[config.mk]
export PLATFORM = sky130hd
export DESIGN_NAME = exc_annul_ctrl
export DESIGN_NICKNAME = d
export VERILOG_FILES = /design/src/rtl/exc_ctl_pkg.sv /design/src/rtl/exc_arbiter.sv /design/src/rtl/exc_stage_regs.sv /design/src/rtl/exc_annul_ctrl.sv
export SDC_FILE = /design/constraint.sdc
export NUM_CORES = 1
export LEC_CHECK = 0
export BUFFER_PORTS_ARGS = -buffer_cell sky130_fd_sc_hd__buf_2
export CAP_MARGIN = 20
export CORE_MARGIN = 2
export CORE_UTILIZATION = 43
export DETAILED_ROUTE_END_ITERATION = 10
export PLACE_DENSITY = 0.85
export SLEW_MARGIN = 40
export SYNTH_ARGS = -nofsm -noshare
export SYNTH_HDL_FRONTEND = slang
export SYNTH_SLANG_ARGS = --single-unit
[constraint.sdc]
create_clock -name clk -period 1.6 [get_ports clk]
set_clock_uncertainty 0.05 [all_clocks]
set_input_delay 0.32 -clock clk [delete_from_list [all_inputs] [get_ports clk]]
set_output_delay 0.32 -clock clk [all_outputs]
set_load 0.01 [all_outputs]
[src/rtl/exc_ctl_pkg.sv]
package exc_ctl_pkg;

    // Number of stages able to fault: fetch, decode, execute, memory.
    localparam int N_FAULT = 4;

    localparam int ST_IF  = 0;
    localparam int ST_RF  = 1;
    localparam int ST_ALU = 2;
    localparam int ST_MEM = 3;

    // Instruction-source select driven to each stage register input.
    typedef enum logic [1:0] {
        SEL_PASS    = 2'b00,
        SEL_NOP     = 2'b01,
        SEL_CAPTURE = 2'b10
    } isel_e;

    // What a stage slot currently holds.
    typedef enum logic [1:0] {
        TAG_LIVE  = 2'b00,
        TAG_ANNUL = 2'b01,
        TAG_CAPT  = 2'b10
    } slot_tag_e;

endpackage

[src/rtl/exc_arbiter.sv]
module exc_arbiter
    import exc_ctl_pkg::*;
#(
    parameter int             N           = N_FAULT,
    parameter int             AW          = 32,
    parameter logic [AW-1:0]  VEC_IFETCH  = 32'h0000_0100,
    parameter logic [AW-1:0]  VEC_ILLEGAL = 32'h0000_0200,
    parameter logic [AW-1:0]  VEC_DIVZERO = 32'h0000_0300,
    parameter logic [AW-1:0]  VEC_DADDR   = 32'h0000_0400,
    parameter logic [AW-1:0]  VEC_IRQ     = 32'h0000_0500
) (
    input  logic [N-1:0]      hit,
    input  logic              fetch_fault,
    output logic [N-1:0][1:0] sel,
    output logic              take,
    output logic [AW-1:0]     vector
);

    localparam int WIN_W = (N > 1) ? $clog2(N) : 1;

    logic [WIN_W-1:0] win;
    logic             found;

    // Priority: the highest index (oldest instruction) wins.
    always_comb begin
        win   = '0;
        found = 1'b0;
        for (int i = 0; i < N; i++) begin
            if (hit[i]) begin
                win   = WIN_W'(i);
                found = 1'b1;
            end
        end
    end

    // Capture at the winner, annul everything younger, pass older stages.
    always_comb begin
        for (int i = 0; i < N; i++) begin
            if (!found)
                sel[i] = SEL_PASS;
            else if (WIN_W'(i) == win)
                sel[i] = SEL_CAPTURE;
            else if (WIN_W'(i) < win)
                sel[i] = SEL_NOP;
            else
                sel[i] = SEL_PASS;
        end
    end

    always_comb begin
        take   = found;
        vector = '0;
        if (found) begin
            unique case (int'(win))
                ST_IF:   vector = fetch_fault ? VEC_IFETCH : VEC_IRQ;
                ST_RF:   vector = VEC_ILLEGAL;
                ST_ALU:  vector = VEC_DIVZERO;
                default: vector = VEC_DADDR;
            endcase
        end
    end

endmodule

[src/rtl/exc_stage_regs.sv]
module exc_stage_regs
    import exc_ctl_pkg::*;
#(
    parameter int            N            = N_FAULT,
    parameter int            W            = 32,
    parameter logic [W-1:0]  NOP_WORD     = 32'hA000_0000,
    parameter logic [W-1:0]  CAPTURE_WORD = 32'hB000_0001
) (
    input  logic              clk,
    input  logic              rst_n,
    input  logic [W-1:0]      fetch_word,
    input  logic              fetch_valid,
    input  logic [N-1:0][1:0] sel,
    output logic [N-1:0][W-1:0] slot_word,
    output logic [N-1:0]      slot_valid,
    output logic [N-2:0]      slot_live
);

    // Slot k is the register feeding stage k+1 (decode .. write-back).
    typedef struct packed {
        logic [N-1:0][W-1:0] word;
        logic [N-1:0]        valid;
        slot_tag_e [N-1:0]   tag;
    } slots_t;

    slots_t st_d, st_q;

    logic [W-1:0] src_word;
    logic         src_valid;
    slot_tag_e    src_tag;

    always_comb begin
        st_d      = st_q;
        src_word  = '0;
        src_valid = 1'b0;
        src_tag   = TAG_LIVE;
        for (int k = 0; k < N; k++) begin
            if (k == 0) begin
                src_word  = fetch_word;
                src_valid = fetch_valid;
                src_tag   = TAG_LIVE;
            end else begin
                src_word  = st_q.word[k-1];
                src_valid = st_q.valid[k-1];
                src_tag   = st_q.tag[k-1];
            end
            st_d.valid[k] = src_valid;
            case (isel_e'(sel[k]))
                SEL_NOP: begin
                    st_d.word[k] = NOP_WORD;
                    st_d.tag[k]  = TAG_ANNUL;
                end
                SEL_CAPTURE: begin
                    st_d.word[k] = CAPTURE_WORD;
                    st_d.tag[k]  = TAG_CAPT;
                end
                default: begin
                    st_d.word[k] = src_word;
                    st_d.tag[k]  = src_tag;
                end
            endcase
        end
    end

    always_ff @(posedge clk) begin
        if (!rst_n)
            st_q <= '0;
        else
            st_q <= st_d;
    end

    assign slot_word  = st_q.word;
    assign slot_valid = st_q.valid;

    // Only a valid, untouched instruction may raise a fault.
    for (genvar g = 0; g < N - 1; g++) begin : g_live
        assign slot_live[g] = st_q.valid[g] && (st_q.tag[g] == TAG_LIVE);
    end

endmodule

[src/rtl/exc_annul_ctrl.sv]
module exc_annul_ctrl
    import exc_ctl_pkg::*;
#(
    parameter int            W            = 32,
    parameter int            AW           = 32,
    parameter logic [W-1:0]  NOP_WORD     = 32'hA000_0000,
    parameter logic [W-1:0]  CAPTURE_WORD = 32'hB000_0001,
    parameter logic [AW-1:0] VEC_IFETCH   = 32'h0000_0100,
    parameter logic [AW-1:0] VEC_ILLEGAL  = 32'h0000_0200,
    parameter logic [AW-1:0] VEC_DIVZERO  = 32'h0000_0300,
    parameter logic [AW-1:0] VEC_DADDR    = 32'h0000_0400,
    parameter logic [AW-1:0] VEC_IRQ      = 32'h0000_0500
) (
    input  logic          clk,
    input  logic          rst_n,
    input  logic [W-1:0]  fetch_word,
    input  logic          fetch_valid,
    input  logic          fault_ifetch,
    input  logic          fault_illegal,
    input  logic          fault_divzero,
    input  logic          fault_daddr,
    input  logic          irq_req,
    output logic [1:0]    sel_if,
    output logic [1:0]    sel_rf,
    output logic [1:0]    sel_alu,
    output logic [1:0]    sel_mem,
    output logic          redirect,
    output logic [AW-1:0] handler_pc,
    output logic [W-1:0]  rf_word,
    output logic          rf_valid,
    output logic [W-1:0]  alu_word,
    output logic          alu_valid,
    output logic [W-1:0]  mem_word,
    output logic          mem_valid,
    output logic [W-1:0]  wb_word,
    output logic          wb_valid
);

    localparam int NS = N_FAULT;

    logic [NS-1:0]         raw;
    logic [NS-1:0]         hit;
    logic [NS-1:0][1:0]    sel;
    logic [NS-2:0]         live;
    logic [NS-1:0][W-1:0]  word;
    logic [NS-1:0]         valid;

    // The interrupt is folded into the fetch stage's fault.
    assign raw = {fault_daddr, fault_divzero, fault_illegal, fault_ifetch | irq_req};

    for (genvar g = 0; g < NS; g++) begin : g_qual
        if (g == 0) begin : g_fetch
            assign hit[g] = raw[g] && fetch_valid;
        end else begin : g_slot
            assign hit[g] = raw[g] && live[g-1];
        end
    end

    exc_arbiter #(
        .N           (NS),
        .AW          (AW),
        .VEC_IFETCH  (VEC_IFETCH),
        .VEC_ILLEGAL (VEC_ILLEGAL),
        .VEC_DIVZERO (VEC_DIVZERO),
        .VEC_DADDR   (VEC_DADDR),
        .VEC_IRQ     (VEC_IRQ)
    ) u_arb (
        .hit         (hit),
        .fetch_fault (fault_ifetch),
        .sel         (sel),
        .take        (redirect),
        .vector      (handler_pc)
    );

    exc_stage_regs #(
        .N            (NS),
        .W            (W),
        .NOP_WORD     (NOP_WORD),
        .CAPTURE_WORD (CAPTURE_WORD)
    ) u_regs (
        .clk         (clk),
        .rst_n       (rst_n),
        .fetch_word  (fetch_word),
        .fetch_valid (fetch_valid),
        .sel         (sel),
        .slot_word   (word),
        .slot_valid  (valid),
        .slot_live   (live)
    );

    assign sel_if    = sel[ST_IF];
    assign sel_rf    = sel[ST_RF];
    assign sel_alu   = sel[ST_ALU];
    assign sel_mem   = sel[ST_MEM];

    assign rf_word   = word[0];
    assign rf_valid  = valid[0];
    assign alu_word  = word[1];
    assign alu_valid = valid[1];
    assign mem_word  = word[2];
    assign mem_valid = valid[2];
    assign wb_word   = word[3];
    assign wb_valid  = valid[3];

endmodule

# Yosys cells after proc, flatten, opt, wreduce, memory -nomap -nowiden
# Cells that the tools add are included.
dict set report totals {
  reg_bits 138
  inputBits 40
  out_inout_bits 173
  word_cells 66
}
dict set report classes {
  n_lt_le_gt_ge 4
  eq_ne 13
  mux 29
  bitwise_logic 1
  reduce_logical 11
}
# op count
set op_table {}
lappend op_table {{$pmux W32 S2} 4}
lappend op_table {{$pmux W32 S3} 1}
lappend op_table {{$mux W32} 1}
lappend op_table {{$mux W2} 10}
lappend op_table {{$pmux W2 S2} 3}
lappend op_table {{$mux W11} 1}
lappend op_table {{$eq A2 B1 Y1 const B} 5}
lappend op_table {{$eq A2 B2 Y1 const B} 5}
lappend op_table {{$mux W1} 9}
lappend op_table {{$logic_not A2 Y1} 4}
lappend op_table {{$logic_and A1 B1 Y1} 7}
lappend op_table {{$eq A2 B2 Y1 const A} 2}
lappend op_table {{$lt A1 B2 Y1 const A} 2}
lappend op_table {{$lt A2 B2 Y1 const A} 2}
lappend op_table {{$eq A1 B2 Y1 const A} 1}
lappend op_table {{$or A1 B1 Y1} 1}

# Longest topological paths before layout
# Gate-level depths: netlist of run 1.
dict set report depth {
  ltp_word 12
  ltp_mapped 8
  mapped_depth_nobuf 6
}

# Cells and area by module
# Synthesis of run 1 repeated with hierarchy kept, for this count alone.
dict set report hier_totals {
  cells_unflattened 539
  hier_area_um2 5586.6
}
# mod instances cells_per_inst area_each_um2 seq_area_each_um2
set by_module_without_submodules {}
lappend by_module_without_submodules {exc_stage_regs 1 478 5132.4 2762.6}
lappend by_module_without_submodules {exc_arbiter 1 57 427.9 0.0}
lappend by_module_without_submodules {exc_annul_ctrl 1 4 26.3 0.0}

# Least setup slack after synthesis of run 1
# Ideal clock, no wire load.
dict set report synth_timing {
  path_kind {reg-to-reg}
  from {reg u_regs.st_q, in the netlist u_regs.slot_valid[1]}
  to {reg u_regs.st_q, in the netlist u_regs.slot_word[61]}
  setup_ns 0.132
  arrival_ns 1.760
  required_ns 1.418
  setup_slack_ns -0.342
  path_stages_with_launch 9
  path_buffers 3
  period_less_slack_ns 1.942
  path_cell_list {dfxtp_1 nand4bb_1 buf_2 nand2_1 nor2_1 ha_1 clkbuf_1 clkbuf_1 a21boi_0}
}
dict set report synth_between {
  elab_chain_cells 10
  elab_cells_between_ends 14
  classes_between {order compare (1); eq/ne (3); mux (8); reduce/logical (2)}
}
# element line_no
set synth_lines {}
lappend synth_lines {{from (decl)} exc_stage_regs.sv:26} ;# slots_t st_d, st_q;
lappend synth_lines {{from (signal assigned)} exc_stage_regs.sv:69} ;# st_q <= st_d;
lappend synth_lines {{$logic_and A1 B1 Y1 *} exc_stage_regs.sv:77} ;# assign slot_live[g] = st_q.valid[g] && (st_q.tag[g] == TAG_LIVE);
lappend synth_lines {{$logic_and A1 B1 Y1 *} exc_annul_ctrl.sv:55} ;# assign hit[g] = raw[g] && live[g-1];
lappend synth_lines {{$mux W2 (2 in series)} exc_arbiter.sv:29} ;# if (hit[i]) begin
lappend synth_lines {{$lt A1 B2 Y1} exc_arbiter.sv:43} ;# else if (WIN_W'(i) < win)
lappend synth_lines {{$mux W1} exc_arbiter.sv:43}
lappend synth_lines {{$mux W2} exc_arbiter.sv:41} ;# else if (WIN_W'(i) == win)
lappend synth_lines {{$mux W2 *} exc_arbiter.sv:39} ;# if (!found)
lappend synth_lines {{named net sel_rf[0]} exc_annul_ctrl.sv:24} ;# output logic [1:0] sel_rf,
lappend synth_lines {{$eq A2 B2 Y1 or $eq A2 B1 Y1 (tied branches)} exc_stage_regs.sv:48} ;# case (isel_e'(sel[k]))
lappend synth_lines {{$pmux W32 S2 *} exc_stage_regs.sv:48}
# Mark *: on every way through the listed nets, which the timed path passes. The rest lies on a longest branch.
# A chain may end at the register's enable or synchronous reset.

# Worst setup path after layout of run 1
dict set report layout_timing {
  from {reg u_regs.st_q[2] (netlist name)}
  to {out handler_pc[8]}
}
dict set report layout_between {
  elab_chain_cells 8
  elab_cells_between_ends 12
  classes_between {eq/ne (2); mux (6); reduce/logical (4)}
}
# element line_no
set layout_lines {}
lappend layout_lines {{$logic_not A2 Y1 *} exc_stage_regs.sv:77}
lappend layout_lines {{$logic_and A1 B1 Y1 *} exc_stage_regs.sv:77}
lappend layout_lines {{$logic_and A1 B1 Y1 *} exc_annul_ctrl.sv:55}
lappend layout_lines {{$mux W2 (2 in series)} exc_arbiter.sv:29}
lappend layout_lines {{$eq A2 B2 Y1, or another cell as far along} exc_arbiter.sv:54} ;# unique case (int'(win))
lappend layout_lines {{$pmux W32 S3} exc_arbiter.sv:54}
lappend layout_lines {{$mux W32 *} exc_arbiter.sv:53} ;# if (found) begin
lappend layout_lines {{to (decl)} exc_annul_ctrl.sv:28} ;# output logic [AW-1:0] handler_pc,
# Mark *: on every way between the ends. The rest lies on a longest branch, timed or not.

==> flow_metrics.env, run 1 <==
export IMPL_yosys_warnings=0
export IMPL_track_usage=0.166
export IMPL_dp_hpwl_um=7730
export IMPL_fillers=1015
export IMPL_cp_slowest_cell="dfxtp_2"
export IMPL_die_area_mm2=0.0131
export IMPL_synth_seq_cells=138
export IMPL_yosys_area_share_simple=0.178
export IMPL_synthDistinctLibCells=29
export IMPL_port_buffers=182
export IMPL_drc=0
export IMPL_swShare=0.219
export IMPL_worstHoldPathType="in2reg"
export IMPL_syn_instance_count=496
export IMPL_dp_slack_ns=-0.110
export IMPL_seq_area_mm2=0.00277
export IMPL_multi_input_comb_area_mm2=0.00144
export IMPL_vias=3242
export IMPL_ant_nets=0
export IMPL_setup_ws_ns=-0.250
export IMPL_core_area_mm2=0.0120
export IMPL_crit_top_cell="buf_6"
export IMPL_synth_mux_area_frac=0
export IMPL_p_leak_nw=3.33
export IMPL_setup_viol=45
export IMPL_grt_pass1_vias=2980
export IMPL_syn2layout_area_growth_pct=21.7
export IMPL_fin_crit_ns=1.85
export IMPL_design_area_mm2=0.00636
export IMPL_rsz0062_at_grt="yes"
export IMPL_clockRootBuffer="clkbuf_16"
export IMPL_clkPwrFrac=0.461
export IMPL_worstSetupEndpointType="output port"
export IMPL_cts_sinks=138
export IMPL_drt_iter0_drc=156
export IMPL_ys_flop_type="dfxtp_1"
export IMPL_fin_util=0.532
export IMPL_netlist_area_leader_share=0.528
export IMPL_fmax_mhz=541
export IMPL_drv_cap=0
export IMPL_dpl_instance_area_mm2=0.00531
export IMPL_ir_worst_vdd_v=0.000487
export IMPL_synth_compound_area_share=0.0321
export IMPL_path_clk_slew_ns=0.06
export IMPL_start_kind="flip-flop"
export IMPL_htree_num_levels=4
export IMPL_synth_edff_count=0
export IMPL_synth_xor_area_frac=0
export IMPL_synth_top_family_by_area="buffers and inverters"
export IMPL_design_power_total_mw=8.09
export IMPL_numCtsBuffers=17
export IMPL_synth_area_top_cells="dfxtp_1 (53%), buf_4 (23%), and3_1 (6.7%)"
export IMPL_maxSlewViolCount=0
export IMPL_synthAdderAreaFrac=0.00239
export IMPL_path_buf_inv=3
export IMPL_ys_seq_area_frac=0.528
export IMPL_violations="setup timing"
export IMPL_powerDensity_mw_per_mm2=1270
export IMPL_fp_dieW_um=114
export IMPL_cpPeakStageDelay_ns=0.32
export IMPL_power_frac_comb=0.089
export IMPL_holdWs_ns=0.0720
export IMPL_cts_buffer_depth=2
export IMPL_grt_first_pass_wirelength_um=16200
export IMPL_dr_pass1_iters=4
export IMPL_diodes=0
export IMPL_final_hold_violation_count=0
export IMPL_wl_per_cell_um=15.8
export IMPL_finalCritPeriodShare=1.16
export IMPL_yosys_area_top_type="dfxtp_1"
export IMPL_vias_per_cell=4.40
export IMPL_synth_async_reset_ratio=0
export IMPL_synth_most_common_cell="buf_4"
export IMPL_layout_drive_gt1_share=0.507
export IMPL_power_net_switching_mw=1.77
export IMPL_syn_area_mm2=0.00523
export IMPL_critical_path_top_delay_family="buffers and inverters"
export IMPL_crit_type="reg2out"
export IMPL_required_ns=1.23
export IMPL_die_h_um=114
export IMPL_cp_max_fo=6
export IMPL_nNetsFinal=618
export IMPL_rows=40
export IMPL_internal_power_mw=6.31
export IMPL_grt_ovfl_total=0
export IMPL_routed_wl_um=11700
export IMPL_insertion_delay_ns=0.41
export IMPL_cp_data_arrival_time_ns=1.48
export IMPL_crit_chain="nand4bb_1 > buf_6 > buf_6 > a21oi_2 > buf_2"
export IMPL_synth_common_cells="buf_4 (162), dfxtp_1 (138), and3_1 (56)"
export IMPL_antenna_found_initial=0
export IMPL_grt_max_degree=58
export IMPL_status="finished, violations left"
export IMPL_r2r_slack_ns=-0.18
export IMPL_cts_tree="done"
export IMPL_initial_core_util=0.437
export IMPL_pwr_share_seq=0.449
export IMPL_ios=213
export IMPL_gp_routability_congestion=0.890
export IMPL_syn_mean_instance_area_um2=10.5
worst register-to-register path, stage by stage (launching register included):
cell and delay (ns):
dfxtp_2 0.30, nand4bb_4 0.26, buf_6 0.17, nand2_8 0.08, buf_6 0.11, inv_4 0.03, ha_4 0.28, buf_12 0.13
clkbuf_16 0.14, and3_4 0.17
sequential cells by signal (all words and copies together), names as in the netlist:
register           flops
u_regs.src_tag         2
u_regs.slot_word      96
u_regs.st_q            4
u_regs.src_word       32
u_regs.slot_valid      4
power by group through the flow:
stage	combinational, mW	sequential [mW]	clock, mW
3_3_place_gp	0.551	3.70	0
4_1_cts	0.617	3.63	3.78
2_1_floorplan	0.537	3.68	0
6_report	0.722	3.63	3.73
5_1_grt	0.773	3.64	3.97
3_5_place_dp	0.561	3.70	0
final timing paths:
kind / startpoint / end / depth (start not counted)
setup / recovery: u_regs.st_q[2]$_SDFF_PN0_ / handler_pc[8] / 5
hold / removal: fetch_word[28] / u_regs.slot_word[28]$_SDFF_PN0_ / 3
setup reg to reg: u_regs.src_tag[0]$_SDFF_PN0_ / u_regs.slot_word[48]$_SDFF_PN0_ / 9
hold reg to reg: u_regs.slot_word[41]$_SDFF_PN0_ / u_regs.src_word[9]$_SDFF_PN0_ / 1
cell families after synthesis:
group / Yosys count
AOI/OAI and AO/OA: 23
adders and majority gates: 1
buffers and inverters: 191
other: 1
and+or+nand+nor: 142
DFF: 138
final cells by class:
type                    instances  share of cell area
multi-input cells             196               0.226
well taps                     147              0.0289
repair buffers                220               0.215
inverters                       4             0.00472
clock buffers                  24              0.0757
flip-flops and latches        138               0.435
clock inverters                 8              0.0145
per-layer routing:
| metal | wire (um) | global-route usage | vias up |
|---|---|---|---|
| li1 | - | - | 1581 |
| met1 | 4750 | 0.194 | 1455 |
| met2 | 5590 | 0.264 | 156 |
| met3 | 628 | 0.0540 | 50 |
| met4 | 709 | 0.107 | 0 |
| met5 | 0 | 0 | - |
through the flow:
step	cells	TNS [ns]
final	737	-6.90
after global routing	737	-8.43
after CTS	726	-3.27
after detailed placement	684	-0.327
after global placement	684	-0.0560
after floorplan	525	0
cell usage in the layout, fill, tap and decap left out, types with 5 or more instances in the layout:
master	n
o21a_1	13
nor2_1	5
and3_4	12
and3_1	45
clkinv_2	5
clkbuf_16	18
conb_1	30
buf_4	21
and2_1	24
buf_6	13
nor3b_1	24
and2_4	10
dfxtp_1	132
dfxtp_2	6
buf_2	177
timing repair:
item / 4_1_cts / 5_1_grt
gates resized for setup: 21 / 44
setup endpoints to repair: 12 / 106
hold buffers: 0 / 0
setup buffers: 9 / 12
pin swaps: 3 / 7
gates cloned: 1 / 2
No activity file was read; power rests on OpenSTA's default activity.
==> run 2: changes to the inputs <==
--- a/config.mk
+++ b/config.mk
@@ -8,9 +8,10 @@
 export BUFFER_PORTS_ARGS = -buffer_cell sky130_fd_sc_hd__buf_2
 export CAP_MARGIN = 20
 export CORE_MARGIN = 2
-export CORE_UTILIZATION = 43
+export CORE_UTILIZATION = 45
+export CTS_BUF_LIST = sky130_fd_sc_hd__clkbuf_2
 export DETAILED_ROUTE_END_ITERATION = 10
-export PLACE_DENSITY = 0.85
+export PLACE_DENSITY = 0.88
 export SLEW_MARGIN = 40
 export SYNTH_ARGS = -nofsm -noshare
 export SYNTH_HDL_FRONTEND = slang
==> flow_metrics.env, run 2 (synthesis gave the netlist of run 1 again) <==
export IMPL_worstHoldPathType="in2reg"
export IMPL_antenna_found_initial=1
export IMPL_setup_viol=45
export IMPL_crit_type="reg2out"
export IMPL_gp_routability_congestion=0.934
export IMPL_largest_reg_flops=96
export IMPL_port_buffers=182
export IMPL_vias=3576
export IMPL_syn2layout_area_growth_pct=32.9
export IMPL_htree_num_levels=4
export IMPL_ant_nets=0
export IMPL_layout_commonest_cell="buf_2"
export IMPL_cts_tree="done"
export IMPL_rsz0062_at_grt="yes"
export IMPL_grt_pass1_vias=3427
export IMPL_start_kind="flip-flop"
export IMPL_dpl_instance_area_mm2=0.00529
export IMPL_cts_buffer_depth=2
export IMPL_grt_max_degree=70
export IMPL_die_area_mm2=0.0125
export IMPL_drc=0
export IMPL_min_to="u_regs.st_q[1]$_SDFF_PN0_"
export IMPL_p_leak_nw=3.52
export IMPL_wl_per_cell_um=16.5
export IMPL_r2r_end="u_regs.st_q[3]$_SDFF_PN0_"
export IMPL_fmax_mhz=471
export IMPL_cts_sinks=138
export IMPL_violations="setup timing"
export IMPL_rows=39
export IMPL_core_area_mm2=0.0114
export IMPL_ir_worst_vdd_v=0.000400
export IMPL_required_ns=1.23
export IMPL_numCtsBuffers=17
export IMPL_fin_util=0.611
export IMPL_grt_first_pass_wirelength_um=18100
export IMPL_fin_crit_ns=2.13
export IMPL_design_power_total_mw=6.11
export IMPL_ios=213
export IMPL_status="finished, violations left"
export IMPL_worstSetupEndpointType="output port"
export IMPL_layout_drive_gt1_share=0.654
export IMPL_dp_hpwl_um=7960
export IMPL_powerDensity_mw_per_mm2=879
export IMPL_clockRootBuffer="clkbuf_2"
export IMPL_final_hold_violation_count=0
export IMPL_fp_dieW_um=112
export IMPL_finalCritPeriodShare=1.33
export IMPL_reg2reg_from="u_regs.src_tag[0]$_SDFF_PN0_"
export IMPL_drv_cap=0
export IMPL_hold_depth=4
export IMPL_r2r_slack_ns=-0.32
export IMPL_insertion_delay_ns=0.65
export IMPL_grt_ovfl_total=0
export IMPL_maxSlewViolCount=0
export IMPL_cp_max_fo=6
export IMPL_final_cell_mix="buf_2 (119), dfxtp_2 (100), buf_6 (73)"
export IMPL_routed_wl_um=13000
export IMPL_r2r_cells=11
export IMPL_dr_pass1_iters=4
export IMPL_setup_ws_ns=-0.525
export IMPL_path_clk_slew_ns=0.18
export IMPL_drt_iter0_drc=129
export IMPL_dp_slack_ns=-0.138
export IMPL_die_h_um=112
export IMPL_nNetsFinal=673
export IMPL_initial_core_util=0.460
export IMPL_cp_data_arrival_time_ns=1.76
export IMPL_track_usage=0.188
export IMPL_vias_per_cell=4.53
export IMPL_hp_start="fault_ifetch"
export IMPL_design_area_mm2=0.00695
run 2: cell count changes in the layout (fill, tap and decap cells not counted), moves of 20 or more:
cell and delta:
dfxtp_2 +94, buf_4 +20, buf_2 -58, clkbuf_2 +21, buf_6 +60, dfxtp_1 -97
dlygate4sd3_1 +35
run 2: final cells by class:
cell class                 count  area [um^2]
multi-input combinational    196         1450
clock buffer                  21          105
timing repair buffer         275         2240
inverter                       4         25.0
fill                         874         4420
clock inverter                11         56.3
antenna                        1         2.50
sequential                   138         2900
tap                          143          179
run 2: timing repair:
action | in CTS | in global routing
setup buffers | 13 | 29
cloned | 3 | 1
endpoints found under the hold margin | 40 | 0
gates resized for setup | 71 | 168
setup endpoints to repair | 80 | 155
hold buffers | 35 | 0
pin swaps | 8 | 5
run 2: where the power goes:
part           leakage, nW  switching, mW  internal [mW]
clock network        0.116           1.15          0.394
logic                 2.24          0.408          0.503
registers             1.17         0.0809           3.58
total                 3.52           1.63           4.47
run 2: per-stage QoR:
stage | hold WS [ns] | cells | setup TNS [ns]
3_5_place_dp | 0.392 | 677 | -3.16
2_1_floorplan | 0.381 | 525 | 0
6_report | 0.107 | 789 | -12.92
3_3_place_gp | 0.392 | 677 | -1.61
5_1_grt | 0.0403 | 789 | -17.03
4_1_cts | 0.0377 | 760 | -9.32
run 2: worst max path at each step:
| stage | from | to | slack (ns) | cells past startpoint |
|---|---|---|---|---|
| after floorplan | u_regs.st_q[3]$_SDFF_PN0_ | u_regs.slot_word[62]$_SDFF_PN0_ | 0.01 | 8 |
| after global placement | fault_daddr | handler_pc[9] | -0.08 | 6 |
| after detailed placement | fault_daddr | handler_pc[9] | -0.14 | 6 |
| after CTS | u_regs.src_tag[1]$_SDFF_PN0_ | handler_pc[9] | -0.55 | 5 |
| after global routing | u_regs.st_q[3]$_SDFF_PN0_ | handler_pc[10] | -0.66 | 4 |
| final | u_regs.src_tag[0]$_SDFF_PN0_ | redirect | -0.53 | 4 |
run 2: critical path, stage by stage (launching register included):
cell       delay, ns
dfxtp_2         0.36
nand4bb_4       0.26
buf_6           0.18
nand4_1         0.13
buf_2           0.18
run 2: routing by layer:
metal | global-route usage | wire length (um)
met1 | 0.211 | 4990
met4 | 0.126 | 561
met3 | 0.0484 | 554
met5 | 0 | 0
met2 | 0.316 | 6900
